==> config.mk <==
export PLATFORM = sky130hd
export DESIGN_NAME = sio_mux_ctrl
export DESIGN_NICKNAME = d
export VERILOG_FILES = /design/src/rtl/sio_pkg.sv /design/src/rtl/sio_regs.sv /design/src/rtl/sio_scan.sv /design/src/rtl/sio_pads.sv /design/src/rtl/sio_mux_ctrl.sv
export SDC_FILE = /design/constraint.sdc
export NUM_CORES = 1
export LEC_CHECK = 0
export ABC_AREA = 1
export BUFFER_PORTS_ARGS = -buffer_cell sky130_fd_sc_hd__buf_4
export CAP_MARGIN = 15
export CORE_UTILIZATION = 55
export CTS_BUF_LIST = sky130_fd_sc_hd__clkbuf_16
export CTS_CLUSTER_DIAMETER = 30
export CTS_CLUSTER_SIZE = 20
export DETAILED_ROUTE_END_ITERATION = 16
export HOLD_SLACK_MARGIN = 0.15
export PLACE_DENSITY = 0.76
export SLEW_MARGIN = 20
export SYNTH_ARGS = -nofsm -noshare
export SYNTH_HDL_FRONTEND = slang
export SYNTH_SLANG_ARGS = --single-unit
==> constraint.sdc <==
create_clock -name clk -period 3.6 [get_ports clk]
set_input_delay 0.36 -clock clk [delete_from_list [all_inputs] [get_ports clk]]
set_output_delay 0.36 -clock clk [all_outputs]
set_load 0.05 [all_outputs]
==> src/rtl/sio_pkg.sv <==
// Shared constants for the multiplexed line-interface I/O controller.
// Assumes a 4-bit register address space with the device registers packed
// from address 2h upward in low/high byte pairs.
package sio_pkg;
    localparam int ADDR_W = 4;
    localparam logic [ADDR_W-1:0] A_DIR_LO    = 4'h0;
    localparam logic [ADDR_W-1:0] A_DIR_HI    = 4'h1;
    localparam logic [ADDR_W-1:0] A_DEV_BASE  = 4'h2;
    localparam logic [ADDR_W-1:0] A_MODE      = 4'hC;
endpackage

==> src/rtl/sio_regs.sv <==
// Register file: direction, mode bit and one data register per device.
// Each device register is merged from a software write and a pin capture,
// and the capture wins on its masked bits. Assumes 9 <= NPIN <= 16 and
// NDEV <= 5, so that the map fits below the mode address.
module sio_regs
    import sio_pkg::*;
#(
    parameter int NPIN = 12,
    parameter int NDEV = 4
) (
    input  logic                        clk,
    input  logic                        rst_n,
    input  logic                        we,
    input  logic [ADDR_W-1:0]           addr,
    input  logic [7:0]                  wdata,
    output logic [7:0]                  rdata,
    input  logic [NDEV-1:0][NPIN-1:0]   cap_mask,
    input  logic [NDEV-1:0][NPIN-1:0]   cap_val,
    output logic [NPIN-1:0]             dir,
    output logic [NDEV-1:0][NPIN-1:0]   data,
    output logic                        static_mode
);
    localparam int HIW = NPIN - 8;

    // Direction register and mode bit, written byte-wise.
    always_ff @(posedge clk) begin
        if (!rst_n) begin
            dir         <= '0;
            static_mode <= 1'b0;
        end else if (we) begin
            if (addr == A_DIR_LO) dir[7:0]      <= wdata;
            if (addr == A_DIR_HI) dir[NPIN-1:8] <= wdata[HIW-1:0];
            if (addr == A_MODE)   static_mode   <= wdata[0];
        end
    end

    for (genvar n = 0; n < NDEV; n++) begin : g_dev
        localparam logic [ADDR_W-1:0] LO_A = ADDR_W'(A_DEV_BASE + 2*n);
        localparam logic [ADDR_W-1:0] HI_A = ADDR_W'(A_DEV_BASE + 2*n + 1);
        logic [NPIN-1:0] nxt;
        logic [NPIN-1:0] q;

        // Software write view of this device register.
        always_comb begin
            nxt = q;
            if (we && addr == LO_A) nxt[7:0]      = wdata;
            if (we && addr == HI_A) nxt[NPIN-1:8] = wdata[HIW-1:0];
        end

        // Capture overrides the write on its masked bits.
        always_ff @(posedge clk) begin
            if (!rst_n) q <= '0;
            else        q <= (nxt & ~cap_mask[n]) | (cap_val[n] & cap_mask[n]);
        end

        assign data[n] = q;
    end

    // Read multiplexer; unused high-nibble bits and holes read 0.
    always_comb begin
        rdata = '0;
        case (addr)
            A_DIR_LO: rdata = dir[7:0];
            A_DIR_HI: rdata = 8'(dir[NPIN-1:8]);
            A_MODE:   rdata = {7'd0, static_mode};
            default: begin
                for (int n = 0; n < NDEV; n++) begin
                    if (addr == ADDR_W'(A_DEV_BASE + 2*n))     rdata = data[n][7:0];
                    if (addr == ADDR_W'(A_DEV_BASE + 2*n + 1)) rdata = 8'(data[n][NPIN-1:8]);
                end
            end
        endcase
    end
endmodule

==> src/rtl/sio_scan.sv <==
// Round-robin slot scanner. Holds each device for SLOT_CYC clocks and flags
// the final clock of a slot. Returns to device 0, count 0, whenever run is low.
module sio_scan #(
    parameter int NDEV     = 4,
    parameter int SLOT_CYC = 16
) (
    input  logic                      clk,
    input  logic                      rst_n,
    input  logic                      run,
    output logic [$clog2(NDEV)-1:0]   slot,
    output logic                      last
);
    localparam int SW = $clog2(NDEV);
    localparam int CW = $clog2(SLOT_CYC);

    logic [CW-1:0] cnt;

    // Final clock of the current slot.
    assign last = run && (cnt == CW'(SLOT_CYC - 1));

    // Advance the dwell counter and the slot index.
    always_ff @(posedge clk) begin
        if (!rst_n || !run) begin
            cnt  <= '0;
            slot <= '0;
        end else if (last) begin
            cnt  <= '0;
            slot <= (slot == SW'(NDEV - 1)) ? '0 : slot + 1'b1;
        end else begin
            cnt  <= cnt + 1'b1;
        end
    end
endmodule

==> src/rtl/sio_pads.sv <==
// Pad steering and capture selection for both modes. Combinational.
// Assumes NDEV >= 3, because static mode borrows device registers 1 and 2
// for the chip-select pins.
module sio_pads #(
    parameter int NPIN = 12,
    parameter int NDEV = 4
) (
    input  logic                        live,
    input  logic                        static_mode,
    input  logic                        scan_last,
    input  logic [$clog2(NDEV)-1:0]     slot,
    input  logic [NPIN-1:0]             dir,
    input  logic [NDEV-1:0][NPIN-1:0]   data,
    input  logic [NPIN-1:0]             io_in,
    input  logic [NDEV-1:0]             cs_in,
    output logic [NPIN-1:0]             io_out,
    output logic [NPIN-1:0]             io_oe,
    output logic [NDEV-1:0]             cs_out,
    output logic [NDEV-1:0]             cs_oe,
    output logic [NDEV-1:0][NPIN-1:0]   cap_mask,
    output logic [NDEV-1:0][NPIN-1:0]   cap_val
);
    // Route pins and pick which register bits are loaded this clock.
    always_comb begin
        io_oe    = dir;
        cap_mask = '0;
        for (int n = 0; n < NDEV; n++) cap_val[n] = io_in;
        if (static_mode) begin
            io_out = data[0];
            cs_oe  = live ? data[1][NDEV-1:0] : '0;
            cs_out = data[2][NDEV-1:0];
            if (live) begin
                cap_mask[0] = ~dir;
                cap_mask[2] = NPIN'(~data[1][NDEV-1:0]);
                cap_val[2]  = NPIN'(cs_in);
            end
        end else begin
            io_out = data[slot];
            cs_oe  = live ? '1 : '0;
            cs_out = live ? ~(NDEV'(1) << slot) : '1;
            if (scan_last) cap_mask[slot] = ~dir;
        end
    end
endmodule

==> src/rtl/sio_mux_ctrl.sv <==
// Top of the multiplexed line-interface I/O controller. Ties the register
// file, the slot scanner and the pad steering together. A one-flop flag keeps
// the chip-selects released until the first clock after reset.
module sio_mux_ctrl
    import sio_pkg::*;
#(
    parameter int NPIN     = 12,
    parameter int NDEV     = 4,
    parameter int SLOT_CYC = 16
) (
    input  logic                 clk,
    input  logic                 rst_n,
    input  logic                 reg_we,
    input  logic [ADDR_W-1:0]    reg_addr,
    input  logic [7:0]           reg_wdata,
    output logic [7:0]           reg_rdata,
    input  logic [NPIN-1:0]      io_in,
    output logic [NPIN-1:0]      io_out,
    output logic [NPIN-1:0]      io_oe,
    input  logic [NDEV-1:0]      cs_in,
    output logic [NDEV-1:0]      cs_out,
    output logic [NDEV-1:0]      cs_oe
);
    localparam int SW = $clog2(NDEV);

    logic                       live;
    logic                       static_mode;
    logic                       scan_last;
    logic [SW-1:0]              slot;
    logic [NPIN-1:0]            dir_q;
    logic [NDEV-1:0][NPIN-1:0]  data_q;
    logic [NDEV-1:0][NPIN-1:0]  cap_mask;
    logic [NDEV-1:0][NPIN-1:0]  cap_val;

    // Goes high one clock after reset is released.
    always_ff @(posedge clk) begin
        live <= rst_n;
    end

    sio_regs #(.NPIN(NPIN), .NDEV(NDEV)) u_regs (
        .clk(clk), .rst_n(rst_n), .we(reg_we), .addr(reg_addr),
        .wdata(reg_wdata), .rdata(reg_rdata), .cap_mask(cap_mask),
        .cap_val(cap_val), .dir(dir_q), .data(data_q),
        .static_mode(static_mode)
    );

    sio_scan #(.NDEV(NDEV), .SLOT_CYC(SLOT_CYC)) u_scan (
        .clk(clk), .rst_n(rst_n), .run(live && !static_mode),
        .slot(slot), .last(scan_last)
    );

    sio_pads #(.NPIN(NPIN), .NDEV(NDEV)) u_pads (
        .live(live), .static_mode(static_mode), .scan_last(scan_last),
        .slot(slot), .dir(dir_q), .data(data_q), .io_in(io_in),
        .cs_in(cs_in), .io_out(io_out), .io_oe(io_oe), .cs_out(cs_out),
        .cs_oe(cs_oe), .cap_mask(cap_mask), .cap_val(cap_val)
    );
endmodule

After elaboration in Yosys (flattened, before gate mapping). Cells that the tools add are included.

$add $sub $neg: 2. Multiply operators: 0. Div/mod/pow operators: 0. Order comparisons: 2. Eq/ne operators: 12. Shift-type cells: 1. Multiplexer cells: 37. Bitwise gates (word level): 20. Reduce and logical (&&, ||, !) cells: 20.

Operators by type and width (number): 2-to-1 mux 12 bit (11); bitwise AND 12 bit (8); 2-to-1 mux 8 bit (12); inverter 12 bit (5); bitwise AND 48 bit (1); 2-to-1 mux 48 bit (1); OR 12 bit (4); 2-to-1 mux 4 bit (9); binary-select mux 12 bit (select 2 bit) (1); demux 12 bit (select 2 bit) (1); one-hot mux 8 bit (3 select lines) (1); == test 4 x 3 -> 1 bit, second input constant (4); == test 4 bit, second input constant (4); inverter 4 -> 12 bit (1); logical AND 1 bit (11); == test 4 x 2 -> 1 bit, second input constant (2); AND reduction 2 bit (3); adder 4 x 1 -> 4 bit, second input constant (1); == test 4 x 1 -> 1 bit, second input constant (1); zero test 4 bit (1); inverter 4 bit (1); left shift 1 x 2 -> 4 bit, first input constant (1); zero test 1 bit (3); less-than comparator 2 x 3 -> 1 bit, second input constant (1); 6 further kinds (6).

Register bits after elaboration: 68. Latch bits: 0. Memory bits (writable): 0. ROM bits: 0. Input port bits: 31. Logic and storage cells: 104. Memories kept: 0.

Depth between registers and ports, before layout. Gate-level depths: netlist of run 1.

Depth after elaboration: 10. Mapped depth: 10. Mapped depth without buffers: 10.

Modules after synthesis. From an unflattened synthesis of run 1, not the netlist that was laid out.

Cells, all modules: 894. Area total of the unflattened synthesis: 5293.8 µm².

Modules (own cells, without submodules): sio_regs (times used 1, cells each 572, area each 3592.2 µm², seq. area each 1221.2 µm²); sio_pads (times used 1, cells each 281, area each 1393.8 µm², seq. area each 0.0 µm²); sio_scan (times used 1, cells each 38, area each 277.8 µm², seq. area each 120.1 µm²); sio_mux_ctrl (times used 1, cells each 3, area each 30.0 µm², seq. area each 20.0 µm²).

Least setup slack after synthesis of run 1. OpenSTA, ideal clock, no wires.

Path type: reg2out. Start: register u_scan.slot[0]. End: output cs_out[0]. Arrival time: 2.057 ns. Setup slack: 1.183 ns. Stages on the path, launching flop included: 6. Buffers on the path: 2. Cell sequence: dfxtp_1 clkinv_1 clkbuf_1 ha_1 clkbuf_1 a21oi_1.

Longest elaborated chain between the ends: 4.

Ends and longest elaborated chain: start, declared (line sio_scan.sv:10) `output logic [$clog2(NDEV)-1:0] slot,`; start signal, assigned (line sio_scan.sv:28) `slot <= (slot == SW'(NDEV - 1)) ? '0 : slot + 1'b1;`; left shift 1 x 2 -> 4 bit (line sio_pads.sv:40) `cs_out = live ? ~(NDEV'(1) << slot) : '1;`; inverter 4 bit (line sio_pads.sv:40); 2-to-1 mux 4 bit (line sio_pads.sv:40); 2-to-1 mux 4 bit (line sio_pads.sv:28) `if (static_mode) begin`; end, declared (line sio_mux_ctrl.sv:21) `output logic [NDEV-1:0] cs_out,`.

Every way passes these cells.

Worst setup path in the final report of run 1.
Start: register u_scan.slot[1]. End: output cs_out[0].

Same word-level chain as after synthesis.

==> results_dict.tcl, run 1 <==
set metrics [dict create \
    place_hpwl_um 11900 \
    syn-num-nets 812 \
    clock-root-buffer "clkbuf_16" \
    fin_worst_hold_slack_ns 0.2773 \
    htree_num_levels 3 \
    antenna_found_initial 0 \
    vias 5537 \
    viasPerCell 5.878 \
    io_buffers 70 \
    drt-initial-drc-count 694 \
    syn_area_mm2 0.004604 \
    clock.fmax_mhz 321.2 \
    cp_max_fo 14 \
    drtPass1Iterations 6 \
    seq_area_frac_synth_pct 29.57 \
    die_y_um 93.50 \
    coreArea_mm2 0.008175 \
    first_global_vias 4915 \
    cts-resized-gates 0 \
    p_leak_nw 2.492 \
    synth_compound_gate_area_share_pct 23.23 \
    syn_inst 776 \
    gp_congestion 0.9780 \
    cp.required_ns 3.24 \
    crit_chain "inv_1, ha_1, a21oi_1, buf_4" \
    synth-seq-cells 68 \
    yosysTopAreaCellShare_pct 29.57 \
    final-hold-violation-count 0 \
    clock_sink_count 68 \
    worst_pin_slew_ns 0.8136 \
    slowest_delay_ns 0.78 \
    synth_most_common_cell "nand2_1" \
    async_flop_share_pct 0 \
    row_count 33 \
    pin_count 71 \
    clock_latency_ns 0.34 \
    final_layout_size_suffix_gt1_share_pct 13.98 \
    muxShareOfSynthArea_pct 0.2446 \
    die_w_um 93.50 \
    antenna_cells 0 \
    syn_avg_cell_area_um2 5.934 \
    max-clock-path-buffers 2 \
    finalSetupTns_ns 0 \
    rsz0062_at_grt "no" \
    fill_cells 775 \
    fin_crit_ns 3.114 \
    finalCritPeriodShare_pct 86.49 \
    cts-buffers-inserted 9 \
    cts_setup_buffers 0 \
    overflow 0 \
    cp-end-kind "primary output" \
    die_area_mm2 0.008741 \
    dp.cells 926 \
    worstPathArrival_ns 2.75 \
    synth_ff_type "dfxtp_1" \
    wl_per_cell_um 17.98 \
    yosysWarningCount 0 \
    drv_slew 0 \
    fin_cells 942 \
    clk_pin_slew_ns 0.07 \
    drt.antenna.violating_nets 0 \
    rrSetupSlack_ns 0.76 \
    cts_tree "done" \
    setup_violations 0 \
    max_slew_margin_pct 45.63 \
    synthTopCellsByArea "dfxtp_1, nand2_1, o21ai_0" \
    total_power_mw 1.956 \
    cts_hold_buf 0 \
    synthToLayoutAreaGrowth_pct 18.70 \
    synth_top_family_by_area "simple AND/OR/NAND/NOR gates" \
    synth_edf_count 0 \
    path_depth 4 \
    worstSetupPathType "flop to primary output" \
    skew_ns 0.01133 \
    final_nets 868 \
    grt_pass1_wl_um 26100 \
    holdPathStages 3 \
    grt_max_degree 62 \
    cp-start-kind "flop" \
    status "completed" \
    synthTopCellsByCount "nand2_1, o21ai_0, nor2_1" \
    place_ws_ns 1.043 \
    synthXorXnorAreaFrac_pct 0.1902 \
    ir_worst_vdd_uv 283.1 \
    start_util_pct 56.32 \
    path_buf_inv 2 \
    maxCapViolCount 0 \
    rr_worst_depth 7 \
    drc 0 \
    setup_slack_ns 0.4862 \
    grt_use_total_pct 39.42 \
    synth-simple-area-share_pct 34.18 \
    worst_path_max_delay_cell "dfxtp_1" \
    wl_um 16930 \
    synthAdderAreaFrac_pct 1.359 \
    hold_class "input port to flop" \
    p_per_area_mw_per_mm2 357.9 \
    synth_cell_types 38 \
    yosys.area.top_type "dfxtp_1" \
    path_delay_family "flip-flops" \
]
routing by layer:
metal  routed length [um]  part of all wire [%]  GRT usage (%)  up-vias
met1                 7102                    42          54.23     2469
met3                 2115                    12          9.593       53
met4                  574                   3.4          15.13        0
met2                 7141                    42          59.07      387
met5                    0                     0              0        -
li1                     -                     -              -     2628
worst register-to-register path, cell delays in order, from the launching register on:
cell,delay [ns]
dfxtp_1,0.78
inv_1,0.52
ha_1,0.55
a21boi_1,0.60
nor2_1,0.11
nand2_1,0.08
nand2_1,0.05
nor2_1,0.09
cells by family after synthesis:
logic type	after synthesis
buffers and inverters	128
XOR/XNOR	1
AND/OR/NAND/NOR	375
flip-flops	68
adder cells (fa/ha/maj)	5
AO/OA/AOI/OAI	198
multiplexers	1
layout by cell type (no fill, tap or decap), types with 2 or more instances in the layout:
cell and count:
o21ai_1 5, o22ai_1 8, o31ai_1 6, inv_2 4, nand2_1 207, dfxtp_1 68, buf_4 79, inv_1 89
clkinvlp_4 2, o211ai_1 13, nor2_1 91, a21oi_1 62, nor3_1 2, o21a_1 3, nor2_4 6, o21ai_0 95
nand2_2 3, nand3_1 52, nor2_2 5, clkbuf_16 9, clkinv_4 2, or2_2 2, o21bai_1 2, nand4_1 2
clkinv_1 2, ha_1 5
final cells by class:
class                      instances  area [um2]  area share, %
inverter                          94       352.8          6.456
tap                              105       131.4          2.404
clock inverter                     7       75.07          1.374
sequential                        68        1361          24.91
timing repair buffer              79       593.1          10.85
multi-input combinational        580        2726          49.89
clock buffer                       9       225.2          4.121
per-stage QoR:
step,instance area [um2],util [%]
2_1_floorplan,4604,-
3_3_place_gp,5165,63.18
3_5_place_dp,5165,63.18
4_1_cts,5465,66.85
5_1_grt,5465,66.85
6_report,5465,66.85
report_power, final:
part / leakage [nW] / total (mW) / switching, mW / internal, mW
clock network: 0.140 / 0.910 / 0.371 / 0.539
registers: 0.550 / 0.782 / 0.0131 / 0.769
logic: 1.80 / 0.263 / 0.185 / 0.0786
total: 2.49 / 1.96 / 0.569 / 1.39
final timing paths:
path | start | to
hold reg to reg | u_scan.cnt[0]$_SDFF_PP0_ | u_scan.cnt[0]$_SDFF_PP0_
setup / recovery | u_scan.slot[1]$_SDFFE_PP0P_ | cs_out[0]
setup reg to reg | u_scan.slot[1]$_SDFFE_PP0P_ | flop
hold / removal | io_in[7] | flop
(Power assumes the default switching activity.)
==> run 2, diff against run 1 <==
- CORE_UTILIZATION: 55 -> 52
- PLACE_DENSITY: 0.76 -> 0.75
- clock period: 3.6 -> 2.6 ns (I/O delays scaled with it)
==> run 2 against run 1 <==
Effect of this change:
- sequential share of layout area fell by 0.51 points
- clock skew fell by 0.0033 ns
- final cell count rose by 1.4%
- worst hold slack got worse by 0.089 ns
- via count rose by 1.6%
- flip-flop and latch count did not move
==> results_dict.tcl, run 2 (synthesis results as in run 1) <==
set metrics [dict create \
    fill_cells 780 \
    p_comb_share_pct 13.3 \
    max-clock-path-buffers 2 \
    grt_pass1_wl_um 25960 \
    viasPerCell 5.888 \
    cts-buffers-inserted 9 \
    coreArea_mm2 0.008382 \
    dp.cells 939 \
    die_area_mm2 0.009235 \
    overflow 0 \
    ir_worst_vdd_uv 318.4 \
    fin_crit_ns 2.431 \
    mostFrequentLayoutCells "nand2_1, o21ai_0, buf_4" \
    drtPass1Iterations 5 \
    row_count 33 \
    swShare_pct 27.49 \
    drc 0 \
    maxCapViolCount 0 \
    fin_cells 955 \
    wl_um 16880 \
    max_slew_margin_pct 24.78 \
    cp.required_ns 2.34 \
    place_hpwl_um 12160 \
    worst_pin_slew_ns 1.124 \
    status "completed" \
    final_nets 881 \
    clkPwrFrac_pct 47.7 \
    synthToLayoutAreaGrowth_pct 21.17 \
    cp-end-kind "primary output" \
    intPower_mw 2.012 \
    fin_util_pct 66.56 \
    antenna_found_initial 0 \
    cts-resized-gates 0 \
    rsz0062_at_grt "no" \
    hold_class "input port to flop" \
    p_per_area_mw_per_mm2 497.3 \
    final_layout_size_suffix_gt1_share_pct 15.18 \
    skew_ns 0.007989 \
    die_w_um 96.10 \
    seqCellArea_mm2 0.001361 \
    io_buffers 70 \
    vias 5623 \
    antenna_cells 0 \
    seqPwrFrac_pct 39.0 \
    clock.fmax_mhz 411.3 \
    first_global_vias 4982 \
    start_util_pct 54.93 \
    cts_tree "done" \
    cts_hold_buf 0 \
    grt_use_total_pct 38.02 \
    cp-start-kind "flop" \
    fin_worst_hold_slack_ns 0.1887 \
    drt.antenna.violating_nets 0 \
    final_common_cell "nand2_1" \
    clock_sink_count 68 \
    cp_max_fo 15 \
    wl_per_cell_um 17.68 \
    cts_setup_buffers 0 \
    drv_slew 0 \
    netSwitchingPower_mw 0.7628 \
    grt_max_degree 36 \
    worstPathArrival_ns 2.17 \
    p_leak_nw 2.561 \
    pin_count 71 \
    worstSetupPathType "flop to primary output" \
    finalCritPeriodShare_pct 93.51 \
    gp_congestion 1.005 \
    setup_violations 0 \
    finalSetupTns_ns 0 \
    die_y_um 96.10 \
    clk_pin_slew_ns 0.06 \
    htree_num_levels 3 \
    multiInputGateArea_mm2 0.002726 \
    clock-root-buffer "clkbuf_16" \
    final-hold-violation-count 0 \
    clock_latency_ns 0.33 \
    drt-initial-drc-count 549 \
]
-- run 2: area by class of cell --
| type | instances | share of cell area (%) |
|---|---|---|
| Multi-Input combinational cell | 580 | 48.87 |
| Clock buffer | 9 | 4.037 |
| Clock inverter | 7 | 1.637 |
| Sequential cell | 68 | 24.40 |
| Tap cell | 105 | 2.355 |
| Timing Repair Buffer | 92 | 12.38 |
| Inverter | 94 | 6.324 |
-- run 2: critical path, stage by stage (launching register included) --
cell      delay, ns
dfxtp_1        0.33
clkinv_1       0.40
buf_4          0.37
a21oi_1        0.20
buf_4          0.18
o21ai_0        0.13
buf_4          0.23
-- run 2: metrics by stage --
step,setup WS [ns],instance area [um2],power [mW]
6_report,0.1688,5579,2.775
5_1_grt,0.05850,5579,2.848
4_1_cts,0.2272,5579,2.775
3_5_place_dp,0.2646,5263,1.465
3_3_place_gp,0.3035,5263,1.459
2_1_floorplan,0.2825,4604,1.322
-- run 2: power groups by stage --
| stage | clock network, mW | registers, mW | logic [mW] |
|---|---|---|---|
| global route | 1.37 | 1.08 | 0.396 |
| finish | 1.32 | 1.08 | 0.368 |
| floorplan | 0 | 1.11 | 0.210 |
| detailed placement | 0 | 1.10 | 0.360 |
| CTS | 1.33 | 1.08 | 0.361 |
| global placement | 0 | 1.10 | 0.356 |
-- run 2: layer usage --
layer  vias to the layer above  part of all wire [%]  GRT usage (%)
met5                         -                     0              0
met1                      2572                    41          52.79
met4                         0                   3.9          16.04
met3                        54                    12          5.529
li1                       2655                     -              -
met2                       342                    43          58.39
-- run 2: final timing paths --
check,cells past startpoint,start,endpoint,slack (ns)
worst min register to register,1,u_scan.cnt[0]$_SDFF_PP0_,u_scan.cnt[0]$_SDFF_PP0_,0.44
worst min-delay path,3,io_in[0],flop,0.19
worst max register to register,9,u_scan.cnt[0]$_SDFF_PP0_,flop,0.26
worst max-delay path,6,u_scan.slot[0]$_SDFFE_PP0P_,io_out[2],0.17
